===== config.mk =====
export PLATFORM = sky130hd
export DESIGN_NAME = tlbr_top
export DESIGN_NICKNAME = d
export VERILOG_FILES = /design/src/rtl/tlbr_pkg.sv /design/src/rtl/tlbr_match.sv /design/src/rtl/tlbr_alloc.sv /design/src/rtl/tlbr_top.sv
export SDC_FILE = /design/constraint.sdc
export NUM_CORES = 2
export LEC_CHECK = 0
export BUFFER_PORTS_ARGS = -buffer_cell sky130_fd_sc_hd__buf_4
export CAP_MARGIN = 5
export CORE_ASPECT_RATIO = 0.8
export CORE_UTILIZATION = 58
export CTS_CLUSTER_DIAMETER = 80
export CTS_CLUSTER_SIZE = 14
export DETAILED_ROUTE_END_ITERATION = 6
export HOLD_SLACK_MARGIN = 0.06
export PLACE_DENSITY = 0.78
export SETUP_SLACK_MARGIN = 0.3
export SLEW_MARGIN = 5
export SYNTH_ARGS = -nofsm -noshare
export SYNTH_HDL_FRONTEND = slang
export SYNTH_HIERARCHICAL = 1
export SYNTH_SLANG_ARGS = --single-unit

===== constraint.sdc =====
create_clock -name clk -period 7 [get_ports clk]
set_clock_uncertainty 0.1 [all_clocks]
set_input_delay 0.35 -clock clk [delete_from_list [all_inputs] [get_ports clk]]
set_output_delay 0.35 -clock clk [all_outputs]
set_load 0.03 [all_outputs]

===== src/rtl/tlbr_pkg.sv =====
// Shared definitions for the range-matched translation buffer.
// Assumes a 3-bit operation field and a fixed attribute bit placement.
package tlbr_pkg;
    typedef enum logic [2:0] {
        OP_INSERT        = 3'd0,
        OP_ADDR_STEP     = 3'd1,
        OP_ATTR_STEP     = 3'd2,
        OP_PURGE_RANGE   = 3'd3,
        OP_PURGE_DYN     = 3'd4,
        OP_PIN_INSERT    = 3'd5,
        OP_PIN_PURGE     = 3'd6,
        OP_PIN_PURGE_ALL = 3'd7
    } op_e;

    typedef enum logic [1:0] {
        ST_IDLE,
        ST_SCAN,
        ST_INSTALL
    } st_e;

    localparam int DIRTY_BIT = 0;
    localparam int TRAP_BIT  = 1;
endpackage


===== src/rtl/tlbr_match.sv =====
// Parallel range comparator: flags every valid entry whose [base, last]
// contains the address and reports the lowest matching index.
// Assumes base <= last for every valid entry.
module tlbr_match #(
    parameter int N_ENT = 8,
    parameter int VA_W  = 32,
    parameter int IDX_W = 3
) (
    input  logic [N_ENT-1:0] valid,
    input  logic [VA_W-1:0]  base [N_ENT],
    input  logic [VA_W-1:0]  last [N_ENT],
    input  logic [VA_W-1:0]  addr,
    output logic             hit,
    output logic [IDX_W-1:0] idx
);
    logic [N_ENT-1:0] m;

    for (genvar g = 0; g < N_ENT; g++) begin : g_cmp
        assign m[g] = valid[g] && (addr >= base[g]) && (addr <= last[g]);
    end

    // Lowest-index priority select over the match vector
    always_comb begin
        idx = '0;
        for (int i = N_ENT - 1; i >= 0; i--) begin
            if (m[i]) idx = IDX_W'(i);
        end
    end

    assign hit = |m;
endmodule


===== src/rtl/tlbr_alloc.sv =====
// Slot allocator for the dynamic group: picks the lowest free dynamic slot,
// otherwise the round-robin victim. Assumes N_PIN < N_ENT.
module tlbr_alloc #(
    parameter int N_ENT = 8,
    parameter int N_PIN = 2,
    parameter int IDX_W = 3
) (
    input  logic [N_ENT-1:0] taken,
    input  logic [IDX_W:0]   rr,
    output logic [IDX_W-1:0] pick,
    output logic             is_victim
);
    logic             found;
    logic [IDX_W-1:0] free_idx;
    logic [IDX_W:0]   rr_eff;

    // Lowest free slot at or above the pinned group
    always_comb begin
        found    = 1'b0;
        free_idx = '0;
        for (int i = N_ENT - 1; i >= N_PIN; i--) begin
            if (!taken[i]) begin
                found    = 1'b1;
                free_idx = IDX_W'(i);
            end
        end
    end

    // Pointer restarts at the first dynamic slot when out of the dynamic group
    always_comb begin
        if (int'(rr) < N_PIN || int'(rr) >= N_ENT) rr_eff = (IDX_W+1)'(N_PIN);
        else                                       rr_eff = rr;
    end

    assign pick      = found ? free_idx : rr_eff[IDX_W-1:0];
    assign is_victim = !found;
endmodule


===== src/rtl/tlbr_top.sv =====
// Range-matched translation buffer with pinned low slots.
// Commands on a valid/ready port; multi-slot commands walk one slot per
// cycle with ready low. Lookups are answered one cycle after the request.
// Assumes N_ENT is a power of two and 0 < N_PIN < N_ENT.
module tlbr_top
    import tlbr_pkg::*;
#(
    parameter int VA_W      = 32,
    parameter int N_ENT     = 8,
    parameter int N_PIN     = 2,
    parameter int PAGE_BITS = 12,
    parameter int ATTR_W    = 8,
    parameter int PPN_LSB   = 5,
    parameter int PPN_W     = 20,
    localparam int IDX_W    = $clog2(N_ENT),
    localparam int DATA_W   = PPN_LSB + PPN_W,
    localparam int PA_W     = PPN_W + PAGE_BITS
) (
    input  logic              clk,
    input  logic              rst_n,
    input  logic              cmd_valid,
    output logic              cmd_ready,
    input  logic [2:0]        cmd_op,
    input  logic [VA_W-1:0]   cmd_addr,
    input  logic [DATA_W-1:0] cmd_data,
    input  logic [ATTR_W-1:0] cmd_attr,
    input  logic [IDX_W-1:0]  cmd_slot,
    output logic              rsp_valid,
    output logic              rsp_bad_slot,
    output logic              rsp_seq_err,
    input  logic              lk_req,
    input  logic [VA_W-1:0]   lk_addr,
    output logic              lk_hit,
    output logic              lk_miss,
    output logic [IDX_W-1:0]  lk_idx,
    output logic [PA_W-1:0]   lk_phys,
    output logic [ATTR_W-1:0] lk_attr
);
    // Entry storage
    logic [N_ENT-1:0]  ent_v;
    logic [VA_W-1:0]   ent_base [N_ENT];
    logic [VA_W-1:0]   ent_last [N_ENT];
    logic [PPN_W-1:0]  ent_ppn  [N_ENT];
    logic [ATTR_W-1:0] ent_attr [N_ENT];

    // Sequencer state and latched command
    st_e               state;
    op_e               c_op;
    logic [VA_W-1:0]   c_base, c_last;
    logic [PPN_W-1:0]  c_ppn;
    logic [ATTR_W-1:0] c_attr;
    logic [IDX_W-1:0]  scan_idx;
    logic [IDX_W:0]    rr;
    logic              pend;
    logic [IDX_W-1:0]  pend_idx;

    // Decoded command fields
    op_e               op_in;
    logic [3:0]        cmd_k;
    logic [VA_W-1:0]   cmd_low, cmd_base, cmd_lastv;
    logic [PPN_W-1:0]  cmd_ppn;
    logic [ATTR_W-1:0] pin_attr;
    logic              fire, slot_ok, pend_hit;
    logic              s_ovl, s_dyn, s_clr;
    logic [N_ENT-1:0]  taken;
    logic [IDX_W-1:0]  pick, inst_slot;
    logic              is_victim, reuse_pend;
    logic              m_hit;
    logic [IDX_W-1:0]  m_idx;
    logic [VA_W-1:0]   m_low;
    logic [PA_W-1:0]   m_phys;
    logic              unused_bit;

    // Low-bit mask of a 4 KiB << 2k range
    function automatic logic [VA_W-1:0] low_span(input logic [3:0] k);
        logic [VA_W-1:0] r;
        for (int i = 0; i < VA_W; i++) r[i] = (i < PAGE_BITS + 2 * int'(k));
        return r;
    endfunction

    assign unused_bit = cmd_data[4];
    assign op_in      = op_e'(cmd_op);
    assign cmd_ready  = (state == ST_IDLE);
    assign fire       = cmd_valid && cmd_ready;
    assign slot_ok    = int'(cmd_slot) < N_PIN;

    // Decode size code, aligned range and PPN of the offered command
    always_comb begin
        if (op_in == OP_PURGE_RANGE)    cmd_k = cmd_addr[3:0];
        else if (op_in == OP_ADDR_STEP) cmd_k = 4'd0;
        else                            cmd_k = cmd_data[3:0];
        cmd_low   = low_span(cmd_k);
        cmd_base  = cmd_addr & ~cmd_low;
        cmd_lastv = cmd_base | cmd_low;
        cmd_ppn   = cmd_data[PPN_LSB +: PPN_W];
        pin_attr  = cmd_attr;
        pin_attr[DIRTY_BIT] = 1'b1;
        pin_attr[TRAP_BIT]  = 1'b0;
        pend_hit  = pend && (cmd_addr >= ent_base[pend_idx])
                         && (cmd_addr <= ent_last[pend_idx]);
    end

    // Clear decision for the slot being walked
    always_comb begin
        s_ovl = (ent_base[scan_idx] <= c_last) && (c_base <= ent_last[scan_idx]);
        s_dyn = int'(scan_idx) >= N_PIN;
        case (c_op)
            OP_INSERT, OP_ADDR_STEP, OP_PURGE_RANGE: s_clr = s_dyn && s_ovl;
            OP_PURGE_DYN:                            s_clr = s_dyn;
            OP_PIN_PURGE_ALL:                        s_clr = !s_dyn;
            default:                                 s_clr = 1'b0;
        endcase
        s_clr = s_clr && ent_v[scan_idx];
    end

    // A pending entry is invalid but reserved: never treat it as free
    always_comb begin
        taken = ent_v;
        if (pend) taken[pend_idx] = 1'b1;
    end

    tlbr_alloc #(.N_ENT(N_ENT), .N_PIN(N_PIN), .IDX_W(IDX_W)) u_alloc (
        .taken(taken), .rr(rr), .pick(pick), .is_victim(is_victim)
    );

    assign reuse_pend = (c_op == OP_ADDR_STEP) && pend;
    assign inst_slot  = reuse_pend ? pend_idx : pick;

    // Command sequencer and table writes
    always_ff @(posedge clk) begin
        if (!rst_n) begin
            state        <= ST_IDLE;
            ent_v        <= '0;
            scan_idx     <= '0;
            rr           <= (IDX_W+1)'(N_PIN);
            pend         <= 1'b0;
            pend_idx     <= '0;
            c_op         <= OP_INSERT;
            c_base       <= '0;
            c_last       <= '0;
            c_ppn        <= '0;
            c_attr       <= '0;
            rsp_valid    <= 1'b0;
            rsp_bad_slot <= 1'b0;
            rsp_seq_err  <= 1'b0;
        end else begin
            rsp_valid    <= 1'b0;
            rsp_bad_slot <= 1'b0;
            rsp_seq_err  <= 1'b0;
            case (state)
                ST_IDLE: if (fire) begin
                    c_op     <= op_in;
                    c_base   <= cmd_base;
                    c_last   <= cmd_lastv;
                    c_ppn    <= cmd_ppn;
                    c_attr   <= cmd_attr;
                    scan_idx <= '0;
                    case (op_in)
                        OP_ATTR_STEP: begin
                            pend      <= 1'b0;
                            rsp_valid <= 1'b1;
                            if (pend_hit) begin
                                ent_v[pend_idx]    <= 1'b1;
                                ent_attr[pend_idx] <= cmd_attr;
                            end else begin
                                rsp_seq_err <= 1'b1;
                            end
                        end
                        OP_PIN_INSERT: begin
                            rsp_valid <= 1'b1;
                            if (slot_ok) begin
                                ent_v[cmd_slot]    <= 1'b1;
                                ent_base[cmd_slot] <= cmd_base;
                                ent_last[cmd_slot] <= cmd_lastv;
                                ent_ppn[cmd_slot]  <= cmd_ppn;
                                ent_attr[cmd_slot] <= pin_attr;
                            end else begin
                                rsp_bad_slot <= 1'b1;
                            end
                        end
                        OP_PIN_PURGE: begin
                            rsp_valid <= 1'b1;
                            if (slot_ok) ent_v[cmd_slot] <= 1'b0;
                            else         rsp_bad_slot    <= 1'b1;
                        end
                        OP_PURGE_DYN: begin
                            pend  <= 1'b0;
                            rr    <= (IDX_W+1)'(N_PIN);
                            state <= ST_SCAN;
                        end
                        default: state <= ST_SCAN;
                    endcase
                end
                ST_SCAN: begin
                    if (s_clr) ent_v[scan_idx] <= 1'b0;
                    if (scan_idx == IDX_W'(N_ENT - 1)) begin
                        if (c_op == OP_INSERT || c_op == OP_ADDR_STEP) begin
                            state <= ST_INSTALL;
                        end else begin
                            state     <= ST_IDLE;
                            rsp_valid <= 1'b1;
                        end
                    end else begin
                        scan_idx <= scan_idx + 1'b1;
                    end
                end
                ST_INSTALL: begin
                    ent_v[inst_slot]    <= (c_op == OP_INSERT);
                    ent_base[inst_slot] <= c_base;
                    ent_last[inst_slot] <= c_last;
                    ent_ppn[inst_slot]  <= c_ppn;
                    ent_attr[inst_slot] <= c_attr;
                    if (c_op == OP_ADDR_STEP) begin
                        pend     <= 1'b1;
                        pend_idx <= inst_slot;
                    end else if (pend && inst_slot == pend_idx) begin
                        pend <= 1'b0;
                    end
                    if (is_victim && !reuse_pend) rr <= (IDX_W+1)'(pick) + 1'b1;
                    state     <= ST_IDLE;
                    rsp_valid <= 1'b1;
                end
                default: state <= ST_IDLE;
            endcase
        end
    end

    tlbr_match #(.N_ENT(N_ENT), .VA_W(VA_W), .IDX_W(IDX_W)) u_match (
        .valid(ent_v), .base(ent_base), .last(ent_last),
        .addr(lk_addr), .hit(m_hit), .idx(m_idx)
    );

    // Physical address: aligned PPN base plus the in-range offset
    always_comb begin
        m_low  = ent_last[m_idx] ^ ent_base[m_idx];
        m_phys = ({ent_ppn[m_idx], {PAGE_BITS{1'b0}}} & ~PA_W'(m_low))
               | (PA_W'(lk_addr) & PA_W'(m_low));
    end

    // Registered lookup response
    always_ff @(posedge clk) begin
        if (!rst_n) begin
            lk_hit  <= 1'b0;
            lk_miss <= 1'b0;
            lk_idx  <= '0;
            lk_phys <= '0;
            lk_attr <= '0;
        end else begin
            lk_hit  <= lk_req && m_hit;
            lk_miss <= lk_req && !m_hit;
            lk_idx  <= m_hit ? m_idx : '0;
            lk_phys <= m_hit ? m_phys : '0;
            lk_attr <= m_hit ? ent_attr[m_idx] : '0;
        end
    end
endmodule


==> impl_metrics.env <==
export IMPL_outcome="finished with violations"
export IMPL_violations="DRC"
export IMPL_fillCellCount=8174
export IMPL_fmax_mhz=161
export IMPL_clk_latency_ns=0.74
export IMPL_fin_tns_setup_ns=0
export IMPL_syn_avg_cell_area_um2=10.4
export IMPL_fp_dieW_um=365
export IMPL_min_period_over_period_pct=88.9
export IMPL_power_density_nw_per_um2=178
export IMPL_rows=106
export IMPL_r2r_end="ent_attr[0][3]"
export IMPL_cp_max_fo=23
export IMPL_final_common_cell="edfxtp_1"
export IMPL_die_h_um=293
export IMPL_grt_first_pass_wirelength_um=393000
export IMPL_fp_dieArea_um2=107000
export IMPL_hold_class="input pin to register"
export IMPL_preCtsSetupSlack_ns=1.13
export IMPL_min_to="ent_last[59]"
export IMPL_rsz0062_at_grt="no"
export IMPL_grt_max_degree=67
export IMPL_slew_headroom_pct=7.44
export IMPL_fin_crit_ns=6.22
export IMPL_cts_sinks=900
export IMPL_drc=42
export IMPL_grt_antenna_before_repair=15
export IMPL_power_leakage_uw=0.0268
export IMPL_instances_no_fill=7487
export IMPL_layout_drive_gt1_share_pct=11.6
export IMPL_io_pins=156
export IMPL_power_frac_comb_pct=15.8
export IMPL_syn_area_um2=61300
export IMPL_vias_per_cell=7.86
export IMPL_seq_power_share_pct=48.6
export IMPL_syn_to_final_growth_pct=10.9
export IMPL_finalHoldViolCount=0
export IMPL_gr_total_overflow=0
export IMPL_grt_pass1_vias=54974
export IMPL_clock_root_buffer="clkbuf_16"
export IMPL_drt_iter0_markers=12071
export IMPL_routed_via_count=58868
export IMPL_start_kind="register"
export IMPL_clockBufferDepth=3
export IMPL_dr_pass1_iters=7
export IMPL_slew_violations=0
export IMPL_slowest_delay_ns=0.84
export IMPL_core_um2=105000
export IMPL_end_kind="register"
export IMPL_ff2ff_setup_slack_ns=0.78
export IMPL_place_hpwl_um=186000
export IMPL_slowest_stage="a2111oi_0"
export IMPL_cp_depth=16
export IMPL_irDropWorstVdd_mv=0.176
export IMPL_setup_slack_ns=0.777
export IMPL_crit_type="register to register"
export IMPL_r2r_start="pend_idx[2]"
export IMPL_ant_nets=0
export IMPL_place_congestion=1.10
export IMPL_crit_start="pend_idx[2]"
export IMPL_routedWlPerCell_um=37.9
export IMPL_min_delay_start="cmd_addr[27]"
export IMPL_p_int_uw=8560
export IMPL_cp_data_arrival_time_ns=6.59
export IMPL_final_util_pct=64.9
export IMPL_path_delay_family="compound AO/OA/AOI/OAI gates"
export IMPL_crit_required_ns=7.37
export IMPL_power_switching_uw=3540
export IMPL_dpl_cell_count=7247
export IMPL_worstHoldPathCells=3
export IMPL_start_util_pct=58.6
export IMPL_setup_viol=0
export IMPL_yosys_warnings=6
export IMPL_wirelength_um=284000
export IMPL_final_cell_mix="edfxtp_1, ha_1, inv_1, o22ai_1, nand2_1"
export IMPL_clkPwrFrac_pct=35.6
export IMPL_critPathBufInv=3
export IMPL_syn_num_nets=6644
export IMPL_groute_usage_overall_pct=51.8
export IMPL_nets=6764
export IMPL_cts_tree="yes"
export IMPL_cts_buffers=77
export IMPL_worst_pin_slew_ns=1.39
export IMPL_maxCapViolCount=0
export IMPL_cts_clk_slew_worst_paths_ns=0.07
export IMPL_p_sw_share_pct=29.2
export IMPL_r2r_cells=16
export IMPL_cts_htree_levels=3
export IMPL_cp_cell_sequence="nand2_1, nor2_4, buf_12, a22oi_1, and3_1, ha_1, a21oi_1, o21ai_0, a2111oi_0, o21ai_0, a21oi_1, buf_4, o21ai_1, a21oi_2, nor3b_1, buf_4"
export IMPL_io_buffers=154
export IMPL_ctsResizeCount=0
export IMPL_synthCells=5884
==> through the flow <==
step           area, um2  power (uW)  hold slack (ns)
4_1_cts            67900       11900           0.0623
3_3_place_gp       64700        7680            0.339
3_5_place_dp       64700        7720            0.349
6_report           68000       12100           0.0898
5_1_grt            67900       12300           0.0912
2_1_floorplan      61300        6970            0.334
==> sequential cells by signal (all words and copies together), names as in the netlist, 4 cells and up <==
signal	cells
c_last	32
ent_ppn	160
lk_attr	8
c_base	32
ent_base	256
ent_attr	64
rr	4
c_attr	8
c_ppn	20
ent_last	256
lk_phys	32
ent_v	8
==> repair_timing <==
| item | in CTS | in global routing |
|---|---|---|
| hold buffers | 82 | 0 |
| buffers inserted | 0 | 0 |
| endpoints found under the hold margin | 394 | 0 |
| setup endpoints to repair | 0 | 0 |
==> routing by layer <==
metal,global-route usage (%),part of all wire [%],vias to the layer above
li1,-,-,23106
met5,1.92,0.13,-
met1,67.1,34,27843
met2,67.6,38,6304
met3,29.3,21,1599
met4,27.1,7.1,16
==> layout make-up <==
cell class              instances  area, um2  area share (%)
diodes                         16       40.0          0.0589
flip-flops and latches        900      25400            37.4
multi-input cells            4073      32800            48.2
well taps                    1404       1760            2.58
inverters                     560       2100            3.10
clock buffers                 130       2150            3.16
repair buffers                392       3520            5.18
clock inverters                12        219           0.322
==> power by group through the flow <==
| stage | registers [uW] | logic [uW] | clock network, uW |
|---|---|---|---|
| global route | 5880 | 1950 | 4450 |
| finish | 5880 | 1910 | 4310 |
| CTS | 5880 | 1770 | 4270 |
| global placement | 5990 | 1690 | 0 |
| detailed placement | 6000 | 1720 | 0 |
| floorplan | 5990 | 985 | 0 |
==> worst max path at each step <==
stage / endpoint
after global routing: ent_attr[0][4]
after global placement: lk_phys[22]
after CTS: ent_last[238]
after detailed placement: lk_phys[22]
after floorplan: ent_base[100]
final: ent_attr[0][3]
==> worst min-delay path, cell delays in order <==
cell and delay [ns]:
buf_4 0.13, nor2b_1 0.14, o22ai_1 0.15
Power figures use the tool's default switching activity.
